**config.mk**
```make
export PLATFORM = sky130hd
export DESIGN_NAME = rx_len_limiter
export DESIGN_NICKNAME = d
export VERILOG_FILES = /design/src/rtl/rxl_pkg.sv /design/src/rtl/rxl_cfg_reg.sv /design/src/rtl/rxl_frame_ctl.sv /design/src/rtl/rxl_holdback.sv /design/src/rtl/rx_len_limiter.sv
export SDC_FILE = /design/constraint.sdc
export NUM_CORES = 1
export LEC_CHECK = 0
export CORE_AREA = 2 2 118 166
export CTS_BUF_LIST = sky130_fd_sc_hd__clkbuf_8
export DETAILED_ROUTE_END_ITERATION = 10
export DIE_AREA = 0 0 120 168
export DONT_BUFFER_PORTS = 1
export SYNTH_ARGS = -nofsm -noshare
export SYNTH_HDL_FRONTEND = slang
export SYNTH_SLANG_ARGS = --single-unit
```
**constraint.sdc**
```tcl
create_clock -name clk -period 6.29 [get_ports clk]
set_input_delay 0.629 -clock clk [delete_from_list [all_inputs] [get_ports clk]]
set_output_delay 0.629 -clock clk [all_outputs]
set_load 0.005 [all_outputs]
```
**src/rtl/rxl_pkg.sv**
```systemverilog
package rxl_pkg;
  localparam int LEN_W  = 18;
  localparam int BUS_W  = 32;
  localparam int DATA_W = 8;
  localparam int HOLD_N = 4;

  localparam logic [LEN_W-1:0] FLOOR_CODE = LEN_W'(18'h005EE);
  localparam logic [LEN_W-1:0] FLOOR_LEN  = LEN_W'(1518);
  localparam logic [LEN_W-1:0] CEIL_LEN   = LEN_W'(18'h20000);

  // Decode a register code into the effective byte limit.
  function automatic logic [LEN_W-1:0] rxl_eff_limit(input logic [LEN_W-1:0] code);
    if (code <= FLOOR_CODE)     return FLOOR_LEN;
    else if (code >= CEIL_LEN)  return CEIL_LEN;
    else                        return code;
  endfunction

  // Increment that sticks at all-ones.
  function automatic logic [LEN_W-1:0] rxl_sat_inc(input logic [LEN_W-1:0] v);
    if (&v) return v;
    else    return v + LEN_W'(1);
  endfunction
endpackage

```
**src/rtl/rxl_cfg_reg.sv**
```systemverilog
module rxl_cfg_reg #(
  parameter int BUS_W = rxl_pkg::BUS_W,
  parameter int LEN_W = rxl_pkg::LEN_W
) (
  input  logic             clk,
  input  logic             rst_n,
  input  logic             rx_en,
  input  logic             we,
  input  logic [BUS_W-1:0] wdata,
  output logic [BUS_W-1:0] rdata,
  output logic [LEN_W-1:0] code,
  output logic             wr_refused
);
  logic [LEN_W-1:0] code_q;

  assign wr_refused = we && rx_en;

  always_ff @(posedge clk or negedge rst_n) begin
    if (!rst_n)                code_q <= '0;
    else if (we && !rx_en)     code_q <= wdata[LEN_W-1:0];
  end

  assign code  = code_q;
  assign rdata = {{(BUS_W-LEN_W){1'b0}}, code_q};
endmodule

```
**src/rtl/rxl_frame_ctl.sv**
```systemverilog
module rxl_frame_ctl #(
  parameter int LEN_W = rxl_pkg::LEN_W
) (
  input  logic             clk,
  input  logic             rst_n,
  input  logic             in_valid,
  input  logic             in_sof,
  input  logic             in_eof,
  input  logic [LEN_W-1:0] code,
  output logic             beat_sof,
  output logic             keep,
  output logic             trig,
  output logic             good_end,
  output logic             st_valid,
  output logic [LEN_W-1:0] st_len,
  output logic             st_trunc
);
  import rxl_pkg::*;

  logic             active_q;
  logic [LEN_W-1:0] cnt_q, lim_q;
  logic             beat, fin;
  logic [LEN_W-1:0] idx, lim_now;

  assign beat     = in_valid && (in_sof || active_q);
  assign beat_sof = beat && in_sof;
  assign idx      = in_sof ? LEN_W'(1) : rxl_sat_inc(cnt_q);
  assign lim_now  = in_sof ? rxl_eff_limit(code) : lim_q;
  assign keep     = beat && (idx <= lim_now);
  assign trig     = beat && (idx == lim_now + LEN_W'(1));
  assign fin      = beat && in_eof;
  assign good_end = fin && (idx <= lim_now);

  always_ff @(posedge clk or negedge rst_n) begin
    if (!rst_n) begin
      active_q <= 1'b0;
      cnt_q    <= '0;
      lim_q    <= FLOOR_LEN;
      st_valid <= 1'b0;
      st_len   <= '0;
      st_trunc <= 1'b0;
    end else begin
      st_valid <= fin;
      st_len   <= fin ? idx : '0;
      st_trunc <= fin && (idx > lim_now);
      if (beat) begin
        active_q <= !in_eof;
        cnt_q    <= idx;
        lim_q    <= lim_now;
      end
    end
  end
endmodule

```
**src/rtl/rxl_holdback.sv**
```systemverilog
module rxl_holdback #(
  parameter int DATA_W = rxl_pkg::DATA_W,
  parameter int HOLD_N = rxl_pkg::HOLD_N,
  localparam int CW    = $clog2(HOLD_N + 1)
) (
  input  logic              clk,
  input  logic              rst_n,
  input  logic              clr,
  input  logic              push,
  input  logic [DATA_W-1:0] din,
  input  logic              end_ok,
  input  logic              trig,
  output logic              out_valid,
  output logic [DATA_W-1:0] out_data,
  output logic              out_last,
  output logic [CW-1:0]     fill,
  output logic              drain
);
  logic [DATA_W-1:0] hold_q [HOLD_N];
  logic [CW-1:0]     fill_q, flush_q;
  logic              full, pass, shift;

  assign full  = (fill_q == CW'(HOLD_N));
  assign drain = (flush_q != '0);
  assign pass  = push && full && !drain;
  assign shift = drain || pass;
  assign fill  = fill_q;

  always_ff @(posedge clk or negedge rst_n) begin
    if (!rst_n) begin
      fill_q    <= '0;
      flush_q   <= '0;
      out_valid <= 1'b0;
      out_last  <= 1'b0;
      out_data  <= '0;
    end else begin
      out_valid <= 1'b0;
      out_last  <= 1'b0;
      if (clr) begin
        flush_q <= '0;
        fill_q  <= push ? CW'(1) : '0;
      end else if (drain) begin
        out_valid <= 1'b1;
        out_data  <= hold_q[0];
        out_last  <= (flush_q == CW'(1));
        flush_q   <= flush_q - CW'(1);
        fill_q    <= fill_q - CW'(1);
      end else if (trig) begin
        flush_q <= fill_q;
      end else if (push) begin
        if (full) begin
          out_valid <= 1'b1;
          out_data  <= hold_q[0];
          out_last  <= end_ok;
        end else begin
          fill_q <= fill_q + CW'(1);
        end
        if (end_ok) fill_q <= '0;
      end
    end
  end

  for (genvar g = 0; g < HOLD_N; g++) begin : g_slot
    if (g == HOLD_N - 1) begin : g_tail
      always_ff @(posedge clk) begin
        if (clr && push)                            hold_q[g] <= (g == 0) ? din : hold_q[g];
        else if (shift)                             hold_q[g] <= din;
        else if (push && fill_q == CW'(g))          hold_q[g] <= din;
      end
    end else begin : g_body
      always_ff @(posedge clk) begin
        if (clr && push)                            hold_q[g] <= (g == 0) ? din : hold_q[g];
        else if (shift)                             hold_q[g] <= hold_q[g+1];
        else if (push && fill_q == CW'(g))          hold_q[g] <= din;
      end
    end
  end
endmodule

```
**src/rtl/rx_len_limiter.sv**
```systemverilog
module rx_len_limiter #(
  parameter int BUS_W  = rxl_pkg::BUS_W,
  parameter int LEN_W  = rxl_pkg::LEN_W,
  parameter int DATA_W = rxl_pkg::DATA_W,
  parameter int HOLD_N = rxl_pkg::HOLD_N
) (
  input  logic              clk,
  input  logic              rst_n,
  input  logic              rx_en,
  input  logic              cfg_we,
  input  logic [BUS_W-1:0]  cfg_wdata,
  output logic [BUS_W-1:0]  cfg_rdata,
  input  logic              in_valid,
  input  logic              in_sof,
  input  logic              in_eof,
  input  logic [DATA_W-1:0] in_data,
  output logic              out_valid,
  output logic [DATA_W-1:0] out_data,
  output logic              out_last,
  output logic              st_valid,
  output logic [LEN_W-1:0]  st_len,
  output logic              st_trunc
);
  localparam int CW = $clog2(HOLD_N + 1);

  logic [LEN_W-1:0] cfg_code;
  logic             cfg_refused;
  logic             ev_sof, ev_keep, ev_trig, ev_good_end;
  logic [CW-1:0]    hb_fill;
  logic             hb_drain;

  rxl_cfg_reg #(.BUS_W(BUS_W), .LEN_W(LEN_W)) u_cfg (
    .clk(clk), .rst_n(rst_n), .rx_en(rx_en), .we(cfg_we), .wdata(cfg_wdata),
    .rdata(cfg_rdata), .code(cfg_code), .wr_refused(cfg_refused)
  );

  rxl_frame_ctl #(.LEN_W(LEN_W)) u_ctl (
    .clk(clk), .rst_n(rst_n), .in_valid(in_valid), .in_sof(in_sof), .in_eof(in_eof),
    .code(cfg_code), .beat_sof(ev_sof), .keep(ev_keep), .trig(ev_trig),
    .good_end(ev_good_end), .st_valid(st_valid), .st_len(st_len), .st_trunc(st_trunc)
  );

  rxl_holdback #(.DATA_W(DATA_W), .HOLD_N(HOLD_N)) u_hold (
    .clk(clk), .rst_n(rst_n), .clr(ev_sof), .push(ev_keep), .din(in_data),
    .end_ok(ev_good_end), .trig(ev_trig), .out_valid(out_valid), .out_data(out_data),
    .out_last(out_last), .fill(hb_fill), .drain(hb_drain)
  );
endmodule

```
==> results.md <==
* Status: finished clean
* Ports at 109
* Max Used Layer: met4
* RePlAce Congestion at 0.9244
* Max Clock Freq at 186.9 MHz
* Starting DRC count in detailed routing at 273
* Post-synth ARST share at 73.98%
* Post-synth EDFFs at 32
* Global-route wire length before repair at 30.26 mm
* Critical path origin: u_ctl.cnt_q[0]$_DFFE_PN0P_
* Max Transition Viols Final at 0
* Critical Path Slowest Stage Cell: or4_1
* Cts bufs inserted at 17
* Final setup fails at 0
* Pwr Density at 326.3 nW/um^2
* YS warnings at 0
* CTS Hold Bufs at 2
* CP endpoint kind: flip-flop
* Fin nets at 814
* Crit Path Category: flip-flop to flip-flop
* Die area at 20160 sq um
* Worst-path clk slew at 90 ps
* Distinct cells, synth at 81
* Post-DP HPWL at 13.57 mm
* Hold crit path type: input pin to async pin
* PnR worst setup slack at 938.9 ps
* Cells after Synth at 738
* Vias in the first global route at 5594
* Avg Cell Area, Syn at 9.925 sq um
* Worst slew pin tran at 1052 ps
* CP max FO at 9
* Final setup TNS at 0 ps
* Core Rows at 60
* Crit path DAT at 5460 ps
* DR vias at 5524
* Synth Flop Type: dfrtp_1
* DR WL/cell at 18.73 microns
* CTS tree: built
* Commonest non-fill, non-tap cell in the layout: nand2_1
* Routed Antenna Nets at 0
* Reg-to-reg startpoint: u_ctl.cnt_q[0]$_DFFE_PN0P_
* Vias/cell at 5.530
* Dpl ws at 975.3 ps
* Buffers added on ports at 0
* Clock root buffer: clkbuf_8
* Min Hold Slack at 48.43 ps
* Routed met3 length at 697 microns
* Die Wd at 120 microns
* N_diodes at 0
* Final total power at 2.602 mW
* Data required, critical path at 6400 ps
* Crit-path max cell delay at 640 ps
* CTS H-tree lvls at 4
* Mapped Area at 7325 sq um
* Post-route DRC at 0
* Drt total wl at 18.71 mm
* Max-cap violations at 0
* Worst IR Drop VDD at 0.2105 mV
* CP Launch Type: flip-flop
* Final hold viol count at 0
* Synth-to-Final Area Change at 8.883%
* Total gr overflow at 0
* Postcts setup bufs at 0
* Total GRT Usage at 19.27%
* Most frequent cells in the layout: nand2_1 (93), dfrtp_1 (83), nor2_1 (52)
* Clock Sinks at 123
* Die Y-Extent at 168 microns
* Layout cell share with drive strength beyond 1 at 17.44%
* 1st-pass router iterations at 5
* Slew headroom at 29.69%
* Period minus WS final at 5351 ps
* RSZ-0062 raised after global routing: false
* Clock skew at 17.57 ps
* Largest net degree at the start of global routing at 87
* Clock buffer depth at 2
* Metal-1 WL at 7.575 mm
* Core area at 18840 sq um
* Latest clock arrival within the worst-skew pair at 460 ps
* Initial antenna violation count at 0
* Worst path cell trace: ha_1 -> nand2_1 -> or4_1 -> or4b_1 -> o21ai_1 -> nand2b_1 -> inv_1 -> ha_1 -> nand4_1 -> nor2_1 -> a21oi_1 -> a21oi_1 -> o21ai_0 -> or3_1 -> nand2b_1
* Initial Util at 38.87%
* Post-synthesis sequential area ratio at 44.35%
* DR WL met2 at 9.914 mm
* Register bit total from synthesis at 123
* Final period util at 85.07%
* CTS resizes at 0
* Leak at 3.393 nW
## flip-flops by register name, summed over array words and instances, names as in the netlist, 3 cells and up
| name | count |
|---|---|
| u_cfg.code | 18 |
| u_hold.fill | 3 |
| u_ctl.lim_q | 18 |
| u_hold.hold_q | 32 |
| u_ctl.st_len | 18 |
| u_hold.flush_q | 3 |
| u_ctl.cnt_q | 18 |
| u_hold.out_data | 8 |
## layer usage
| layer | vias up | track usage, % |
|---|---|---|
| li1 | 2645 | - |
| met1 | 2705 | 22.11 |
| met2 | 140 | 34.29 |
| met3 | 34 | 3.997 |
| met4 | 0 | 8.491 |
| met5 | - | 0 |
## cell type report
cell class                 instances  area [sq um]
fill                            1821         10870
multi-input combinational        548          3772
sequential                       123          3248
tap                              248         310.3
clock buffer                      17         234.0
clock inverter                    15         170.2
inverter                          38         142.6
timing repair buffer              10         97.59
## final timing paths
kind / endpoint / slack (ps) / cells past startpoint
max: u_hold.hold_q[2][1]$_DFFE_PP_ / 940 / 15
min: u_ctl.lim_q[0]$_DFFE_PN0P_ / 50 / 1
max reg2reg: u_hold.hold_q[2][1]$_DFFE_PP_ / 940 / 15
min reg2reg: u_hold.out_data[1]$_DFFE_PN0P_ / 480 / 1
max in group asynchronous: u_ctl.lim_q[5]$_DFFE_PN1P_ / 5480 / 1
min in group clk: u_hold.hold_q[3][5]$_DFFE_PP_ / 260 / 0
## synth_stat cells, drive strengths merged (4+ instances only)
master	n	share of area, %
nand4	11	1.0
dfrtp	83	28
nor2	53	2.8
xor2	7	0.84
o211a	4	0.55
dfstp	8	2.9
edfxtp	32	13
xnor2	14	1.7
or3	8	0.75
o31ai	4	0.48
a21o	12	1.2
ha	29	5.0
buf	21	1.8
clkbuf	21	1.1
mux2	56	9.0
and2	7	0.60
a21oi	29	2.1
and3	5	0.43
a211o	4	0.48
nand2	93	4.8
o21a	5	0.51
nor4	9	0.94
inv	37	1.9
nor3	19	1.3
a211oi	6	0.68
a31oi	9	0.85
mux2i	11	1.5
nand3	13	0.96
or4	7	0.82
or2	5	0.43
nor2b	16	1.4
o21ai	45	3.1
## logic make-up (layout without fill, tap and decap cells)
| family | after synthesis | count (layout) | synth area share [%] |
|---|---|---|---|
| flops | 123 | 123 | 44.35 |
| xor+xnor | 21 | 21 | 2.511 |
| buf+inv | 80 | 80 | 4.868 |
| compound gates | 155 | 155 | 14.67 |
| fa+ha+maj | 29 | 29 | 4.954 |
| other cells | 1 | 14 | 0.05120 |
| simple gates | 262 | 262 | 18.07 |
| mux | 67 | 67 | 10.52 |
## stage by stage
stage               utilization, %  std cells  instance area (sq um)
floorplan                        -        751                   7373
global placement             39.98        965                   7533
detailed placement           39.98        965                   7533
CTS                          42.32        999                   7975
global route                 42.32        999                   7975
finish                       42.32        999                   7975
## where the power goes
group          total (mW)  switching (mW)  internal, mW  leakage, nW
registers            1.20           0.143          1.06         1.47
logic               0.673           0.359         0.315         1.72
clock network       0.729           0.395         0.334        0.200
total                2.60           0.897          1.70         3.39
## worst max-delay path: cells and delay by family (launching register included)
kind / cells / cell delay [ps]
simple gates: 8 / 2890
compound gates: 4 / 1000
flops: 1 / 460
fa+ha+maj: 2 / 580
buf+inv: 1 / 70
Note: power is estimated with default switching activity, not from simulation.
